`src/rtl/vmem_window_port.sv`:
```
module vmem_window_port (
  input  logic        clk,
  input  logic        rst_n,
  input  logic        host_cs,
  input  logic        host_wr,
  input  logic [3:0]  host_addr,
  input  logic [7:0]  host_wdata,
  output logic [7:0]  host_rdata,
  output logic        host_rvalid,
  output logic [16:0] mem_addr,
  output logic        mem_we,
  output logic        mem_re,
  output logic [7:0]  mem_wdata,
  input  logic [7:0]  mem_rdata,
  output logic        aux_bank
);

  localparam logic [3:0] OFS_LO   = 4'd0;
  localparam logic [3:0] OFS_MID  = 4'd1;
  localparam logic [3:0] OFS_HI   = 4'd2;
  localparam logic [3:0] OFS_DP0  = 4'd3;
  localparam logic [3:0] OFS_DP1  = 4'd4;
  localparam logic [3:0] OFS_CTRL = 4'd5;

  logic [16:0] ptr_q  [2];
  logic [3:0]  code_q [2];
  logic        dec_q  [2];
  logic        sel_q, bank_q;
  logic        rsp_mem_q, rvalid_q;
  logic [7:0]  rsp_reg_q, reg_rdata;

  function automatic logic [16:0] stride(input logic [3:0] c);
    case (c)
      4'd0:    stride = 17'd0;
      4'd11:   stride = 17'd40;
      4'd12:   stride = 17'd80;
      4'd13:   stride = 17'd160;
      4'd14:   stride = 17'd320;
      4'd15:   stride = 17'd640;
      default: stride = 17'd1 << (c - 4'd1);
    endcase
  endfunction

  wire is_dp    = host_cs && (host_addr == OFS_DP0 || host_addr == OFS_DP1);
  wire dp       = (host_addr == OFS_DP1);
  wire soft_rst = host_cs && host_wr && host_addr == OFS_CTRL && host_wdata[7];
  wire [16:0] step = stride(code_q[dp]);
  wire [16:0] ptr_next = dec_q[dp] ? ptr_q[dp] - step : ptr_q[dp] + step;

  assign mem_addr  = ptr_q[dp];
  assign mem_we    = is_dp && host_wr;
  assign mem_re    = is_dp && !host_wr;
  assign mem_wdata = host_wdata;
  assign aux_bank  = bank_q;

  always_comb begin
    case (host_addr)
      OFS_LO:   reg_rdata = ptr_q[sel_q][7:0];
      OFS_MID:  reg_rdata = ptr_q[sel_q][15:8];
      OFS_HI:   reg_rdata = {code_q[sel_q], dec_q[sel_q], 2'b00, ptr_q[sel_q][16]};
      OFS_CTRL: reg_rdata = {6'd0, bank_q, sel_q};
      default:  reg_rdata = 8'd0;
    endcase
  end

  always_ff @(posedge clk or negedge rst_n) begin
    if (!rst_n) begin
      for (int i = 0; i < 2; i++) begin
        ptr_q[i]  <= '0;
        code_q[i] <= '0;
        dec_q[i]  <= 1'b0;
      end
      sel_q  <= 1'b0;
      bank_q <= 1'b0;
    end else if (soft_rst) begin
      for (int i = 0; i < 2; i++) begin
        ptr_q[i]  <= '0;
        code_q[i] <= '0;
        dec_q[i]  <= 1'b0;
      end
      sel_q  <= 1'b0;
      bank_q <= 1'b0;
    end else if (is_dp) begin
      ptr_q[dp] <= ptr_next;
    end else if (host_cs && host_wr) begin
      case (host_addr)
        OFS_LO:   ptr_q[sel_q][7:0]  <= host_wdata;
        OFS_MID:  ptr_q[sel_q][15:8] <= host_wdata;
        OFS_HI: begin
          ptr_q[sel_q][16] <= host_wdata[0];
          dec_q[sel_q]     <= host_wdata[3];
          code_q[sel_q]    <= host_wdata[7:4];
        end
        OFS_CTRL: begin
          sel_q  <= host_wdata[0];
          bank_q <= host_wdata[1];
        end
        default: ;
      endcase
    end
  end

  always_ff @(posedge clk or negedge rst_n) begin
    if (!rst_n) begin
      rvalid_q  <= 1'b0;
      rsp_mem_q <= 1'b0;
      rsp_reg_q <= '0;
    end else begin
      rvalid_q  <= host_cs && !host_wr;
      rsp_mem_q <= mem_re;
      rsp_reg_q <= reg_rdata;
    end
  end

  assign host_rvalid = rvalid_q;
  assign host_rdata  = rsp_mem_q ? mem_rdata : rsp_reg_q;

endmodule

```
`config.mk`:
```
export PLATFORM = sky130hd
export DESIGN_NAME = vmem_window_port
export DESIGN_NICKNAME = d
export VERILOG_FILES = /design/src/rtl/vmem_window_port.sv
export SDC_FILE = /design/constraint.sdc
export NUM_CORES = 1
export LEC_CHECK = 0
export BUFFER_PORTS_ARGS = -buffer_cell sky130_fd_sc_hd__buf_4
export CELL_PAD_IN_SITES_DETAIL_PLACEMENT = 1
export CELL_PAD_IN_SITES_GLOBAL_PLACEMENT = 2
export CORE_MARGIN = 2
export CORE_UTILIZATION = 32
export DETAILED_ROUTE_END_ITERATION = 7
export GPL_TIMING_DRIVEN = 0
export PLACE_DENSITY = 0.77
export SLEW_MARGIN = 10
export SYNTH_ARGS = -nofsm -noshare
export SYNTH_HDL_FRONTEND = slang
export SYNTH_SLANG_ARGS = --single-unit
```
`constraint.sdc`:
```
create_clock -name clk -period 3.6 [get_ports clk]
set_input_delay 0.36 -clock clk [delete_from_list [all_inputs] [get_ports clk]]
set_output_delay 0.36 -clock clk [all_outputs]
set_load 0.01 [all_outputs]
```
==> results of run 1 <==
[critical path: stages]
cell      delay (ns)
buf_8           0.10
nor4b_4         0.25
buf_4           0.19
buf_12          0.13
mux2_4          0.33
nor2_4          0.14
nand2_2         0.09
ha_4            0.23
buf_4           0.15
nor2_4          0.14
xor2_1          0.20
ha_1            0.29
a211oi_2        0.28
o21ai_2         0.11
nand3_2         0.12
buf_4           0.12
buf_4           0.09
nand2_1         0.07
xnor2_2         0.18
a221o_1         0.33
[cells in the final DEF, fill, tap and decap left out, types with 6 or more instances in the layout]
master / Yosys / layout
ha_1: 17 / 15
nand3_1: 19 / 17
a21o_1: 6 / 6
nand2_1: 63 / 61
mux2i_1: 14 / 11
buf_2: 15 / 11
nor2b_1: 6 / 6
inv_1: 11 / 10
a22oi_1: 16 / 16
a22o_1: 11 / 11
a221o_1: 9 / 9
o21ai_0: 40 / 34
o21ai_1: 3 / 7
mux2_2: 27 / 26
nand2b_1: 6 / 6
a222oi_1: 8 / 8
a21oi_1: 56 / 52
nor2_1: 53 / 47
buf_4: 9 / 86
clkbuf_1: 16 / 14
nor3_1: 7 / 7
and3_1: 10 / 10
dfrtp_1: 56 / 56
[what timing repair did]
action,in CTS,in global routing
buffers inserted,19,2
pin swaps,25,19
setup endpoints to repair,24,22
gates resized for setup,32,20
cloned,1,0
[where the power goes]
part / switching [W] / total [W] / internal (W)
logic: 0.00177 / 0.00309 / 0.00132
registers: 0.000265 / 0.00107 / 0.000808
clock network: 0.000249 / 0.000581 / 0.000332
total: 0.00228 / 0.00475 / 0.00246
[metrics by stage]
| step | TNS, ns | util | total power, W | instances |
|---|---|---|---|---|
| after global placement | -16.76 | 0.381 | 0.00358 | 819 |
| after detailed placement | -17.70 | 0.381 | 0.00366 | 819 |
| after CTS | -0.188 | 0.416 | 0.00453 | 846 |
| after global routing | -4.36 | 0.424 | 0.00508 | 848 |
| after floorplan | -1.02 | - | 0.00272 | 576 |
| final | -0.680 | 0.424 | 0.00475 | 848 |
[flip-flops by register name, summed over array words and instances (netlist names)]
register,cells
ptr_q,34
code_q,8
rsp_reg_q,8
dec_q,2
aux_bank,1
host_rvalid,1
rsp_mem_q,1
sel_q,1
[path summary, 6_finish.rpt]
| check | cells after the start | slack, ns | start | end |
|---|---|---|---|---|
| worst max register to register | 15 | 0.12 | code_q[7] | ptr_q[10] |
| worst max-delay path | 20 | -0.11 | host_addr[1] | ptr_q[10] |
| worst min register to register | 2 | 0.53 | aux_bank | aux_bank |
| worst min-delay path | 1 | 0.13 | rst_n | ptr_q[33] |
| min in group clk | 2 | 0.25 | host_wr | host_rvalid |
| max in group asynchronous | 1 | 2.97 | rst_n | code_q[0] |
[metal layers]
| layer | wire (µm) | global-route usage | part of all wire |
|---|---|---|---|
| met5 | 0 | 0 | 0 |
| met4 | 444 | 0.0769 | 0.023 |
| met3 | 1360 | 0.0497 | 0.069 |
| met2 | 8820 | 0.378 | 0.45 |
| met1 | 8960 | 0.346 | 0.46 |
[cell type report]
| type | instances | area, µm² | area share |
|---|---|---|---|
| Multi-Input combinational cell | 465 | 3390 | 0.550 |
| Sequential cell | 56 | 1400 | 0.227 |
| Clock inverter | 3 | 46.3 | 0.00751 |
| Buffer | 42 | 269 | 0.0436 |
| Tap cell | 184 | 230 | 0.0374 |
| Timing Repair Buffer | 81 | 657 | 0.107 |
| Clock buffer | 5 | 125 | 0.0203 |
| Inverter | 12 | 47.5 | 0.00771 |
[kinds of logic (layout without fill, tap and decap cells)]
logic type / Yosys count / after routing / synth area share
AO/OA/AOI/OAI: 201 / 201 / 0.285
AND/OR/NAND/NOR: 190 / 190 / 0.193
flip-flops: 56 / 56 / 0.294
buffers and inverters: 55 / 143 / 0.0590
multiplexers: 42 / 42 / 0.0959
adder cells (fa/ha/maj): 18 / 18 / 0.0487
XOR/XNOR: 14 / 14 / 0.0257
==> results.ini, run 1 <==
[critical_path]
worst-path-max-fanout = 6
cp_data_arrival_time_ns = 3.89
end_kind = flip-flop
worstPathRequired_ns = 3.78
worstSetupPathType = primary input to flip-flop
startpoint_type = primary input

[placed_design]
postPlaceCellArea_mm2 = 0.00554
dpl.hpwl_um = 14700
io_buffers = 59
pre_cts_slack_ns = -1.04
gp_congestion = 0.939

[floorplan]
start_util = 0.329
io_pins = 61
die-area_mm2 = 0.0159
fp.coreArea_mm2 = 0.0145
die_h_um = 126
die_w_um = 126
std_cell_rows = 44

[global_route]
overflow = 0
grt_pass1_vias = 5054
grt_max_degree = 57
grt_use_total = 0.245
grt_pass1_wl_um = 30300
antenna_found_initial = 0

[detailed_routing]
via_per_inst = 5.93
drc = 0
drt_first_pass_iters = 6
routed_wl_um = 19600
vias = 5031
ant_nets = 0
routedWlPerCell_um = 23.1
drt_first_iter_violations = 356

[final_layout]
n_fill_cell = 1725
syn2layout_area_growth_pct = 29.1
stdcell_area_mm2 = 0.00616
diodes = 0
finalNetCount = 705
drive_gt1_frac = 0.294

[synthesis]
synth_largest_area_cell = dfrtp_1
synth_top_cell_area_share = 0.294
yosysMostFrequentCell = nand2_1
synth-edff-count = 0
synthCells = 576
seq_area_frac_synth = 0.294
synthTopCellsByCount = nand2_1, a21oi_1, dfrtp_1
yosysUniqueCellTypes = 63
synthesis.area_mm2 = 0.00477
ys_ff_latch = 56
synthesis.nets = 618
ys_top_cells_by_area = dfrtp_1, mux2_2, a21oi_1, nand2_1, ha_1
ys.flop_type = dfrtp_1
async_flop_share = 1.00
syn_avg_cell_area_um2 = 8.29
yosysWarnings = 0

[clock_tree]
cts.sinks = 56
ctsHoldBuffers = 0
clk-insertion-delay-late_ns = 0.30
cts_tree = done
cts_buffers = 5
h-tree-depth = 2
cts_root_buf = clkbuf_16
cts_buffer_depth = 2
clk_pin_slew_worst_paths_ns = 0.08

[sta]
setup_violations = 10
max_freq_mhz = 270
period_share = 1.03
maxSlewViolCount = 0
rsz0062_at_grt = true
clock_skew_ns = 0.00720
fin_ws_ns = -0.110
relSlewSlack = 0.290
hold_ws_ns = 0.130
finalCriticalPeriod_ns = 3.71
tightest_slew_ns = 1.05
finalHoldViolCount = 0

[pwr]
power.density_mw_per_mm2 = 770
vdd_drop_max_v = 0.000447
p_leak_nw = 2.64

[flow_run]
drv_cap = 0

[hold_path]
hold_path.class = primary input to async pin

[run_status]
violations = negative setup slack
status = finished with violations

Note: power is estimated with default switching activity, not from simulation.
==> inputs of run 2 (changes only) <==
Settings changed: ABC_AREA set to 1, CORE_MARGIN 2 to 5, CORE_UTILIZATION 32 to 30.
==> results.ini, run 2 <==
[detailed_routing]
drt_first_pass_iters = 5  ; was 6
ant_nets = 0  ; unchanged
routedWlPerCell_um = 21.7  ; was 23.1 µm
drc = 0  ; unchanged
vias = 5315  ; was 5,031
via_per_inst = 5.44  ; was 5.93
routed_wl_um = 21200  ; was 19,600 µm
drt_first_iter_violations = 347  ; was 356

[critical_path]
cp_data_arrival_time_ns = 3.71  ; was 3.89 ns
worstPathRequired_ns = 3.86  ; was 3.78 ns
end_kind = flip-flop  ; unchanged
startpoint_type = primary input  ; unchanged
worst-path-max-fanout = 8  ; was 6
worstSetupPathType = primary input to flip-flop  ; unchanged

[sta]
finalHoldViolCount = 0  ; unchanged
setup_violations = 0  ; was 10
finalCriticalPeriod_ns = 3.45  ; was 3.71 ns
maxSlewViolCount = 0  ; unchanged
max_freq_mhz = 289  ; was 270 MHz
rsz0062_at_grt = true  ; unchanged
tightest_slew_ns = 0.783  ; was 1.05 ns
period_share = 0.960  ; was 1.03
clock_skew_ns = 0.00883  ; was 0.00720 ns
relSlewSlack = 0.478  ; was 0.290

[final_layout]
syn2layout_area_growth_pct = 27.4  ; was 29.1%
final_common_cell = nand2_1  ; was buf_4
diodes = 0  ; unchanged
finalNetCount = 802  ; was 705
drive_gt1_frac = 0.269  ; was 0.294
largest_reg_flops = 34  ; unchanged
instances_no_fill = 977  ; was 848
final_core_util = 0.387  ; was 0.424
largest-register = ptr_q  ; unchanged
final_cell_mix = nand2_1, buf_4, inv_1, o21ai_0, dfrtp_1  ; was buf_4, nand2_1, dfrtp_1, a21oi_1, nor2_1
n_fill_cell = 1985  ; was 1,725
top_regs = ptr_q (34), code_q (8), rsp_reg_q (8)  ; unchanged

[clock_tree]
clk_pin_slew_worst_paths_ns = 0.08  ; about the same
cts_buffers = 5  ; unchanged
ctsHoldBuffers = 0  ; unchanged
h-tree-depth = 2  ; unchanged
cts_tree = done  ; unchanged
cts_buffer_depth = 2  ; unchanged
cts.sinks = 56  ; unchanged
cts_root_buf = clkbuf_16  ; unchanged
clk-insertion-delay-late_ns = 0.31  ; was 0.30 ns

[pwr]
power.density_mw_per_mm2 = 667  ; was 770 mW/mm²
p_clk_frac = 0.129  ; was 0.122
sw_frac_of_total = 0.506  ; was 0.481
p_leak_nw = 2.91  ; was 2.64 nW
p_seq_frac = 0.220  ; was 0.226
pwr-share-comb = 0.651  ; about the same
vdd_drop_max_v = 0.000471  ; was 0.000447 V
internal-power_w = 0.00202  ; was 0.00246 W
p_switching_w = 0.00207  ; was 0.00228 W

[floorplan]
die_h_um = 137  ; was 126 µm
std_cell_rows = 46  ; was 44
die-area_mm2 = 0.0187  ; was 0.0159 mm²
start_util = 0.304  ; was 0.329
io_pins = 61  ; unchanged
fp.coreArea_mm2 = 0.0158  ; was 0.0145 mm²
die_w_um = 137  ; was 126 µm

[global_route]
overflow = 0  ; unchanged
grt_busiest_layer = met2  ; unchanged
grtUsageMet1 = 0.314  ; was 0.346
antenna_found_initial = 0  ; unchanged
grt_pass1_wl_um = 32300  ; was 30,300 µm
grt_max_degree = 57  ; unchanged
grt_util_met2 = 0.376  ; was 0.378
grt_pass1_vias = 5453  ; was 5,054
met3_usage = 0.0213  ; was 0.0497
grt_use_total = 0.227  ; was 0.245

[synthesis]
ys_top_cells_by_area = dfrtp_1, nand2_1, o21ai_0, inv_1, ha_1  ; was dfrtp_1, mux2_2, a21oi_1, nand2_1, ha_1
yosysMostFrequentCell = nand2_1  ; unchanged
synthTopCellsByCount = nand2_1, inv_1, o21ai_0  ; was nand2_1, a21oi_1, dfrtp_1
async_flop_share = 1.00  ; unchanged
synth-edff-count = 0  ; unchanged
synthesis.area_mm2 = 0.00481  ; was 0.00477 mm²
synthesis.nets = 710  ; was 618
synth_largest_area_cell = dfrtp_1  ; unchanged
synthCells = 668  ; was 576
ys.flop_type = dfrtp_1  ; unchanged
syn_avg_cell_area_um2 = 7.20  ; was 8.29 µm²
seq_area_frac_synth = 0.291  ; was 0.294
yosysWarnings = 0  ; unchanged
yosysUniqueCellTypes = 54  ; was 63
synth_top_cell_area_share = 0.291  ; was 0.294
ys_ff_latch = 56  ; unchanged

[placed_design]
io_buffers = 59  ; unchanged
dpl.cell_count = 943  ; was 819
gp_congestion = 0.964  ; was 0.939
dpl.hpwl_um = 16200  ; was 14,700 µm

[hold_path]
hold_path.class = primary input to async pin  ; unchanged

[run_status]
status = completed  ; was finished with violations

[flow_run]
drv_cap = 0  ; unchanged

==> run 2: layout make-up <==
| cell class | count | area [µm²] | share of cell area |
|---|---|---|---|
| plain buffers | 25 | 148 | 0.0241 |
| well taps | 216 | 270 | 0.0441 |
| flip-flops and latches | 56 | 1400 | 0.229 |
| clock inverters | 3 | 23.8 | 0.00388 |
| inverters | 97 | 377 | 0.0615 |
| repair buffers | 86 | 663 | 0.108 |
| multi-input cells | 489 | 3120 | 0.509 |
| clock buffers | 5 | 125 | 0.0204 |
==> run 2: worst max-delay path, cell delays in order <==
cell and delay [ns]:
buf_4 0.15, nor2_4 0.16, nand2_4 0.13, buf_8 0.16, nand2_2 0.07, o21ai_4 0.10, inv_2 0.10, nand2_4 0.09
nor2_4 0.13, inv_2 0.05, ha_4 0.17, nand3_1 0.08, nand2_1 0.07, xor2_1 0.16, ha_1 0.39, nand2_2 0.09
nor3_2 0.17, nand2_1 0.09, nand2_2 0.15, a21oi_4 0.09, o21bai_4 0.14, xor2_1 0.16, buf_4 0.15, nand2_1 0.06
nand2_1 0.11, nand2_1 0.05, nand2_1 0.06
==> run 2: routing by layer <==
metal,share of wire,vias up
met5,0,-
li1,-,2457
met4,0.026,0
met2,0.47,165
met3,0.052,35
met1,0.45,2658
==> run 2: kinds of logic after synthesis <==
kind of cell,after synthesis,synth area share
flops,56,0.291
simple gates,255,0.247
compound gates,193,0.261
buf+inv,123,0.107
mux,8,0.0187
fa+ha+maj,18,0.0484
xor+xnor,15,0.0273
==> run 2: repair_timing <==
action,4_1_cts,5_1_grt
pin swaps,9,24
gates resized for setup,22,39
endpoints found under the setup margin,22,23
buffers inserted,5,21
cloned,0,1
==> run 2: final timing paths <==
check / startpoint / to / slack [ns] / cells past startpoint
max in group asynchronous: rst_n / ptr_q[23] / 2.96 / 1
worst min register to register: ptr_q[10] / ptr_q[10] / 0.50 / 1
min in group clk: host_wr / host_rvalid / 0.22 / 2
worst min-delay path: rst_n / ptr_q[29] / 0.12 / 1
worst max register to register: code_q[1] / ptr_q[29] / 0.15 / 23
worst max-delay path: host_addr[1] / ptr_q[29] / 0.15 / 27
==> run 2: per-stage QoR <==
step                      instance area [µm²]  setup slack [ns]  hold slack (ns)  total power [W]  setup TNS, ns
after CTS                                5790           0.00634            0.157          0.00379              0
after detailed placement                 5520            -0.883            0.484          0.00309         -13.60
after global routing                     6130           -0.0610            0.188          0.00437         -0.202
after global placement                   5520            -0.757            0.475          0.00303         -11.04
final                                    6130             0.145            0.120          0.00409              0
after floorplan                          4810             0.127           0.0644          0.00230              0
==> run 2: power groups by stage <==
| stage | combinational [W] | clock, W | sequential, W |
|---|---|---|---|
| 2_1_floorplan | 0.00142 | 0 | 0.000871 |
| 3_3_place_gp | 0.00213 | 0 | 0.000901 |
| 3_5_place_dp | 0.00218 | 0 | 0.000908 |
| 5_1_grt | 0.00290 | 0.000553 | 0.000920 |
| 6_report | 0.00266 | 0.000529 | 0.000898 |
| 4_1_cts | 0.00236 | 0.000535 | 0.000896 |
